--- config.mk ---
export PLATFORM = sky130hd
export DESIGN_NAME = idle_colour_tracker
export DESIGN_NICKNAME = d
export VERILOG_FILES = /design/src/rtl/idle_colour_pkg.sv /design/src/rtl/idle_colour_ctrl.sv /design/src/rtl/idle_colour_dp.sv /design/src/rtl/idle_colour_tracker.sv
export SDC_FILE = /design/constraint.sdc
export NUM_CORES = 1
export LEC_CHECK = 0
export ABC_CLOCK_PERIOD_IN_PS = 4300
export BUFFER_PORTS_ARGS = -buffer_cell sky130_fd_sc_hd__buf_4
export CAP_MARGIN = 5
export CORE_UTILIZATION = 40
export CTS_CLUSTER_SIZE = 20
export DETAILED_ROUTE_END_ITERATION = 6
export PLACE_DENSITY = 0.65
export SLEW_MARGIN = 20
export SYNTH_ARGS = -nofsm -noshare
export SYNTH_HDL_FRONTEND = slang
export SYNTH_HIERARCHICAL = 1
export SYNTH_SLANG_ARGS = --single-unit
export TNS_END_PERCENT = 30
--- constraint.sdc ---
create_clock -name clk -period 4.3 [get_ports clk]
set_input_delay 0.215 -clock clk [delete_from_list [all_inputs] [get_ports clk]]
set_output_delay 0.215 -clock clk [all_outputs]
set_load 0.1 [all_outputs]
--- src/rtl/idle_colour_pkg.sv ---
package idle_colour_pkg;
  // Strobes from control to the per-port datapath
  typedef struct packed {
    logic clearAll;  // restart every port on the opposite colour
    logic allSeen;   // every input has now seen the expected colour
  } trackStrobes_t;
endpackage

--- src/rtl/idle_colour_ctrl.sv ---
module idle_colour_ctrl
  import idle_colour_pkg::*;
#(
  parameter int NUM_INPUTS = 8
) (
  input  logic                  clk,
  input  logic                  rstN,
  input  logic                  clearCmd,
  input  logic                  expColour,
  input  logic [NUM_INPUTS-1:0] arrValid,
  input  logic [NUM_INPUTS-1:0] arrColour,
  output trackStrobes_t         strobes
);
  logic [NUM_INPUTS-1:0] seenQ;
  logic [NUM_INPUTS-1:0] hitNow;
  logic [NUM_INPUTS-1:0] seenNow;

  // An arrival counts only if it carries the expected colour
  for (genvar i = 0; i < NUM_INPUTS; i++) begin : g_hit
    assign hitNow[i] = arrValid[i] & (arrColour[i] == expColour);
  end

  assign seenNow = seenQ | hitNow;

  always_ff @(posedge clk) begin
    if (!rstN)         seenQ <= '0;
    else if (clearCmd) seenQ <= '0;
    else               seenQ <= seenNow;
  end

  assign strobes.clearAll = clearCmd;
  assign strobes.allSeen  = &seenNow;

  // Clear discards same-cycle arrivals
  p_clear_drops_seen_r8: assert property (@(posedge clk) disable iff (!rstN)
    clearCmd |=> (seenQ == '0));

  // Recorded arrivals are never forgotten without a clear
  p_seen_sticky_r7: assert property (@(posedge clk) disable iff (!rstN)
    !clearCmd |=> (($past(seenQ) & ~seenQ) == '0));

  // An input newly marked seen had a matching arrival
  p_match_only_r4: assert property (@(posedge clk) disable iff (!rstN)
    !clearCmd |=> ((seenQ & ~$past(seenQ) &
                    ~($past(arrValid) & ~($past(arrColour) ^ {NUM_INPUTS{$past(expColour)}}))) == '0));
endmodule

--- src/rtl/idle_colour_dp.sv ---
module idle_colour_dp
  import idle_colour_pkg::*;
#(
  parameter int NUM_PORTS = 8
) (
  input  logic                 clk,
  input  logic                 rstN,
  input  trackStrobes_t        strobes,
  input  logic                 expColour,
  input  logic [NUM_PORTS-1:0] queueEmpty,
  output logic [NUM_PORTS-1:0] idleColour
);
  logic [NUM_PORTS-1:0] switchedQ;
  logic [NUM_PORTS-1:0] switchNext;
  logic [NUM_PORTS-1:0] colourQ;

  for (genvar p = 0; p < NUM_PORTS; p++) begin : g_port
    always_comb begin
      if (strobes.clearAll) switchNext[p] = 1'b0;
      else                  switchNext[p] = switchedQ[p] | (strobes.allSeen & queueEmpty[p]);
    end

    always_ff @(posedge clk) begin
      if (!rstN) begin
        switchedQ[p] <= 1'b0;
        colourQ[p]   <= 1'b0;
      end else begin
        switchedQ[p] <= switchNext[p];
        colourQ[p]   <= switchNext[p] ? expColour : ~expColour;
      end
    end
  end

  assign idleColour = colourQ;

  // After a clear every port shows the opposite colour
  p_clear_opposite_r2: assert property (@(posedge clk) disable iff (!rstN)
    strobes.clearAll |=> (idleColour == {NUM_PORTS{~$past(expColour)}}));

  // A port changes over only with an empty queue and all inputs seen
  p_switch_needs_empty_r5: assert property (@(posedge clk) disable iff (!rstN)
    1'b1 |=> ((switchedQ & ~$past(switchedQ) &
               ~($past(queueEmpty) & {NUM_PORTS{$past(strobes.allSeen)}})) == '0));

  // Changed-over ports stay there until a clear
  p_switch_holds_r6: assert property (@(posedge clk) disable iff (!rstN)
    !strobes.clearAll |=> (($past(switchedQ) & ~switchedQ) == '0));

  // Changed-over ports carry the expected colour
  p_colour_follows_r3: assert property (@(posedge clk) disable iff (!rstN)
    1'b1 |=> ((switchedQ & (idleColour ^ {NUM_PORTS{$past(expColour)}})) == '0));
endmodule

--- src/rtl/idle_colour_tracker.sv ---
module idle_colour_tracker
  import idle_colour_pkg::*;
#(
  parameter int NUM_PORTS = 8
) (
  input  logic                 clk,
  input  logic                 rstN,
  input  logic                 clearCmd,
  input  logic                 expColour,
  input  logic [NUM_PORTS-1:0] arrValid,
  input  logic [NUM_PORTS-1:0] arrColour,
  input  logic [NUM_PORTS-1:0] queueEmpty,
  output logic [NUM_PORTS-1:0] idleColour
);
  trackStrobes_t strobes;

  idle_colour_ctrl #(.NUM_INPUTS(NUM_PORTS)) u_ctrl (
    .clk       (clk),
    .rstN      (rstN),
    .clearCmd  (clearCmd),
    .expColour (expColour),
    .arrValid  (arrValid),
    .arrColour (arrColour),
    .strobes   (strobes)
  );

  idle_colour_dp #(.NUM_PORTS(NUM_PORTS)) u_dp (
    .clk        (clk),
    .rstN       (rstN),
    .strobes    (strobes),
    .expColour  (expColour),
    .queueEmpty (queueEmpty),
    .idleColour (idleColour)
  );

  // Reset leaves all outputs at zero
  p_reset_zero_r1: assert property (@(posedge clk)
    !rstN |=> (idleColour == '0));
endmodule

# [Yosys cells after proc, flatten, opt, wreduce, memory -nomap -nowiden]
# Cells that the tools add are included.
# Widths: inputs -> output; s select.
[classes] bitwise=27 n_mux=16 eq_ne=8 reduce_logical=2
[op_table] op="$and 1x1->1" n=16
[op_table] op="$mux 1" n=16
[op_table] op="$eq 1x1->1" n=8
[op_table] op="$or 1x1->1" n=8
[op_table] op="$or 8x8->8" n=1
[op_table] op="$reduce_and 8->1" n=1
[op_table] op="$not 1->1" n=2
[op_table] op="$reduce_or 2->1" n=1
[totals] output_inout_bits=8 ff_bits=24 elab_cells=70 in_bits=28

# [Depth between registers and ports, before layout]
[logic_depth] word_depth=8 ltp_mapped=9 mapped_depth_nobuf=7

# [Hierarchy]
# Netlist, hierarchy kept.
[by_module_without_submodules] module="idle_colour_dp" area_each_um2=609.3 seq_area_each_um2=320.3 instances=1 cells_each=55
[by_module_without_submodules] module="idle_colour_ctrl" area_each_um2=355.3 seq_area_each_um2=160.2 instances=1 cells_each=39

# [Least setup slack after synthesis]
# OpenSTA, ideal clock, no wires.
[synth_path] kind="input to register" from="input expColour" to="register u_dp.colourQ[0] (netlist: u_dp/idleColour[0])" arrival_ns=1.698 setup_slack_ns=2.530 n_path_buf=2 setup_time_ns=0.072 path_stages=9 required_time_ns=4.228 path_cell_list="buf_6 > xnor2_2 > a21oi_1 > or4_1 > nor2_1 > buf_6 > a21oi_2 > nor2_1 > mux2i_1"
[synth_lines] element="from (decl)" line="idle_colour_tracker.sv:9" rtl="input logic expColour,"
[synth_lines] element="to (signal, indexed assignment)" line="idle_colour_dp.sv:29" rtl="colourQ[p] <= switchNext[p] ? expColour : ~expColour;"
[synth_lines] element="to (decl)" line="idle_colour_dp.sv:15" rtl="logic [NUM_PORTS-1:0] colourQ;"

==> metrics.md <==
| Metric | Value |
|---|---|
| Detailed Route Iter0 Violations | `11` |
| Critical path launch point | `u_ctrl/seenQ[2]` |
| Yosys reg bits | `24` |
| CTS H-tree depth | `1` |
| Status | `complete, no violations` |
| P_leak | `0.511 nW` |
| Most frequent cells in the layout | `35 x buf_4, 24 x nor2_1, 24 x dfxtp_1, 8 x a21oi_1, 8 x mux2i_1` |
| Worst-skew pair later-pin latency | `310 ps` |
| Pre-antenna DRT Iters | `4` |
| Area delta synth->final | `30.1%` |
| CP max FO | `8` |
| Peak Freq | `433 MHz` |
| Final-report hold violation count | `0` |
| Global-route wire length before repair | `3170 um` |
| TritonCTS Sinks | `24` |
| Dpl cell area | `0.00120 mm2` |
| Post-route setup TNS | `0 ps` |
| Post-DP HPWL | `1470 um` |
| Detail Route Antenna Nets | `0` |
| CTS resizes | `0` |
| Post-Layout Inst Area | `0.00125 mm2` |
| Vias | `709` |
| Max rail drop VDD | `0.000259 V` |
| Total CTS buffers | `3` |
| Initial antenna violation count | `0` |
| Worst Hold Class | `input port to flop` |
| Rel. slew slack | `30.4%` |
| Die Ht | `51.1 um` |
| Critical Path AT | `2560 ps` |
| I/O pin count | `36` |
| CP endpoint kind | `flop` |
| Synth Instances | `94` |
| Number of fill cells | `208` |
| Hold path start | `queueEmpty[7]` |
| # rows | `17` |
| Mean cell area of the mapped netlist | `10.3 um2` |
| Crit start category | `flop` |
| Critical path class | `flop to flop` |
| Cells after DPL | `150` |
| Mapped Area | `965 um2` |
| Postcts setup bufs | `0` |
| YS warnings | `6` |
| Nets | `155` |
| Commonest non-fill, non-tap cell in the layout | `buf_4` |
| Grt ovf | `0` |
| Routed WL per cell | `12.1 um` |
| Tcrit/Tclk final | `53.7%` |
| Fin cells | `154` |
| DRC Markers | `0` |
| Cell Pwr Density | `380 mW/mm2` |
| Synth unique cells | `15` |
| RSZ-0062 raised after global routing | `false` |
| Syn_nets | `122` |
| Final setup vio count | `0` |
| Layout cells sized above 1 | `38.9%` |
| Max Slew Vio Count | `0` |
| Seq/Total Area, Yosys | `49.8%` |
| Drt total wl | `1870 um` |
| Die span in x | `51.1 um` |
| Initial core utilization | `43.2%` |
| Vias per cell | `4.60` |
| All-Layer GR Usage | `17.1%` |
| Clk_skew | `6.97 ps` |
| Pin count of the biggest net entering global routing | `15` |
| Gpl congestion | `0.719` |
| Max clock buf depth | `2` |
| Clk root buf | `clkbuf_4` |
| CTS clock-pin slew for the worst setup and hold paths | `140 ps` |
| Max-Cap Viols | `0` |
| Worst r2r src | `u_ctrl/seenQ[2]` |
| Min Tclk post-route | `2310 ps` |
| Diodes inserted | `0` |
| Die area | `0.00261 mm2` |
| Core Region | `0.00223 mm2` |
| Number of port buffers | `35` |
| Worst path required time | `4550 ps` |
| Hold slack | `127 ps` |
| Slew @ Worst Pin | `1040 ps` |
| TritonCTS clock tree | `done` |
| Vias in the first global route | `741` |
| Final Util | `56.2%` |
| Hold_buf cts | `0` |
==> cell usage after synthesis <==
cell type | count | area (um2)
a21oi_1 | 8 | 40.0
a21oi_4 | 3 | 48.8
nor2_1 | 24 | 90.1
dfxtp_1 | 24 | 480
buf_6 | 4 | 45.0
nand2b_1 | 3 | 18.8
nand2_1 | 1 | 3.75
a21oi_2 | 5 | 43.8
xnor2_2 | 1 | 16.3
buf_1 | 2 | 7.51
xnor2_1 | 7 | 61.3
buf_4 | 1 | 7.51
or4_1 | 2 | 15.0
nor2_2 | 1 | 6.26
mux2i_1 | 8 | 80.1
==> cells by family (layout without fill, tap and decap cells) <==
logic type	after synthesis	after routing	synth area share, %
AOI/OAI and AO/OA	16	16	13.7
DFF	24	24	49.8
xor gates and xnor gates	8	8	8.04
muxes	8	8	8.30
and+or+nand+nor	31	31	13.9
buffers and inverters	7	39	6.23
==> final timing paths <==
path	to	slack, ps	cells past startpoint
worst max-delay path	u_dp/idleColour[0]	1990	6
worst min-delay path	u_dp/switchedQ[7]	130	3
worst max register to register	u_dp/idleColour[0]	1990	6
worst min register to register	u_dp/switchedQ[7]	480	2
==> stage by stage <==
stage	worst slack (ps)	power [mW]
4_1_cts	1960	0.481
6_report	1990	0.477
3_5_place_dp	1700	0.320
3_3_place_gp	1710	0.319
5_1_grt	1780	0.495
2_1_floorplan	2530	0.291
==> sequential cells by signal, indices dropped and copies added, names as in the netlist <==
| register | count |
|---|---|
| u_dp/switchedQ | 8 |
| u_ctrl/seenQ | 8 |
| u_dp/idleColour | 8 |
==> final cells by class <==
class	instances	area [um2]	area share (%)
clock buffer	3	22.5	1.79
timing repair buffer	35	263	20.9
sequential	24	480	38.3
multi-input combinational	63	424	33.8
tap	28	35.0	2.79
clock inverter	1	30.0	2.39
==> layer usage <==
metal / wire length [um] / GRT usage (%) / vias to the layer above
li1: - / - / 367
met1: 811 / 19.9 / 319
met2: 936 / 28.7 / 19
met3: 78 / 3.57 / 4
met4: 40 / 9.72 / 0
met5: 0 / 0 / -
==> where the power goes <==
| group | switching (mW) | internal, mW |
|---|---|---|
| combinational | 0.0515 | 0.0313 |
| clock | 0.0687 | 0.0942 |
| sequential | 0.00195 | 0.230 |
==> worst max-delay path: stages (launching register included) <==
cell,delay [ps]
dfxtp_1,330
a21oi_1,50
or4_1,540
nor2_1,820
a21oi_2,120
nor2_1,170
mux2i_1,210
Power figures use the tool's default switching activity.
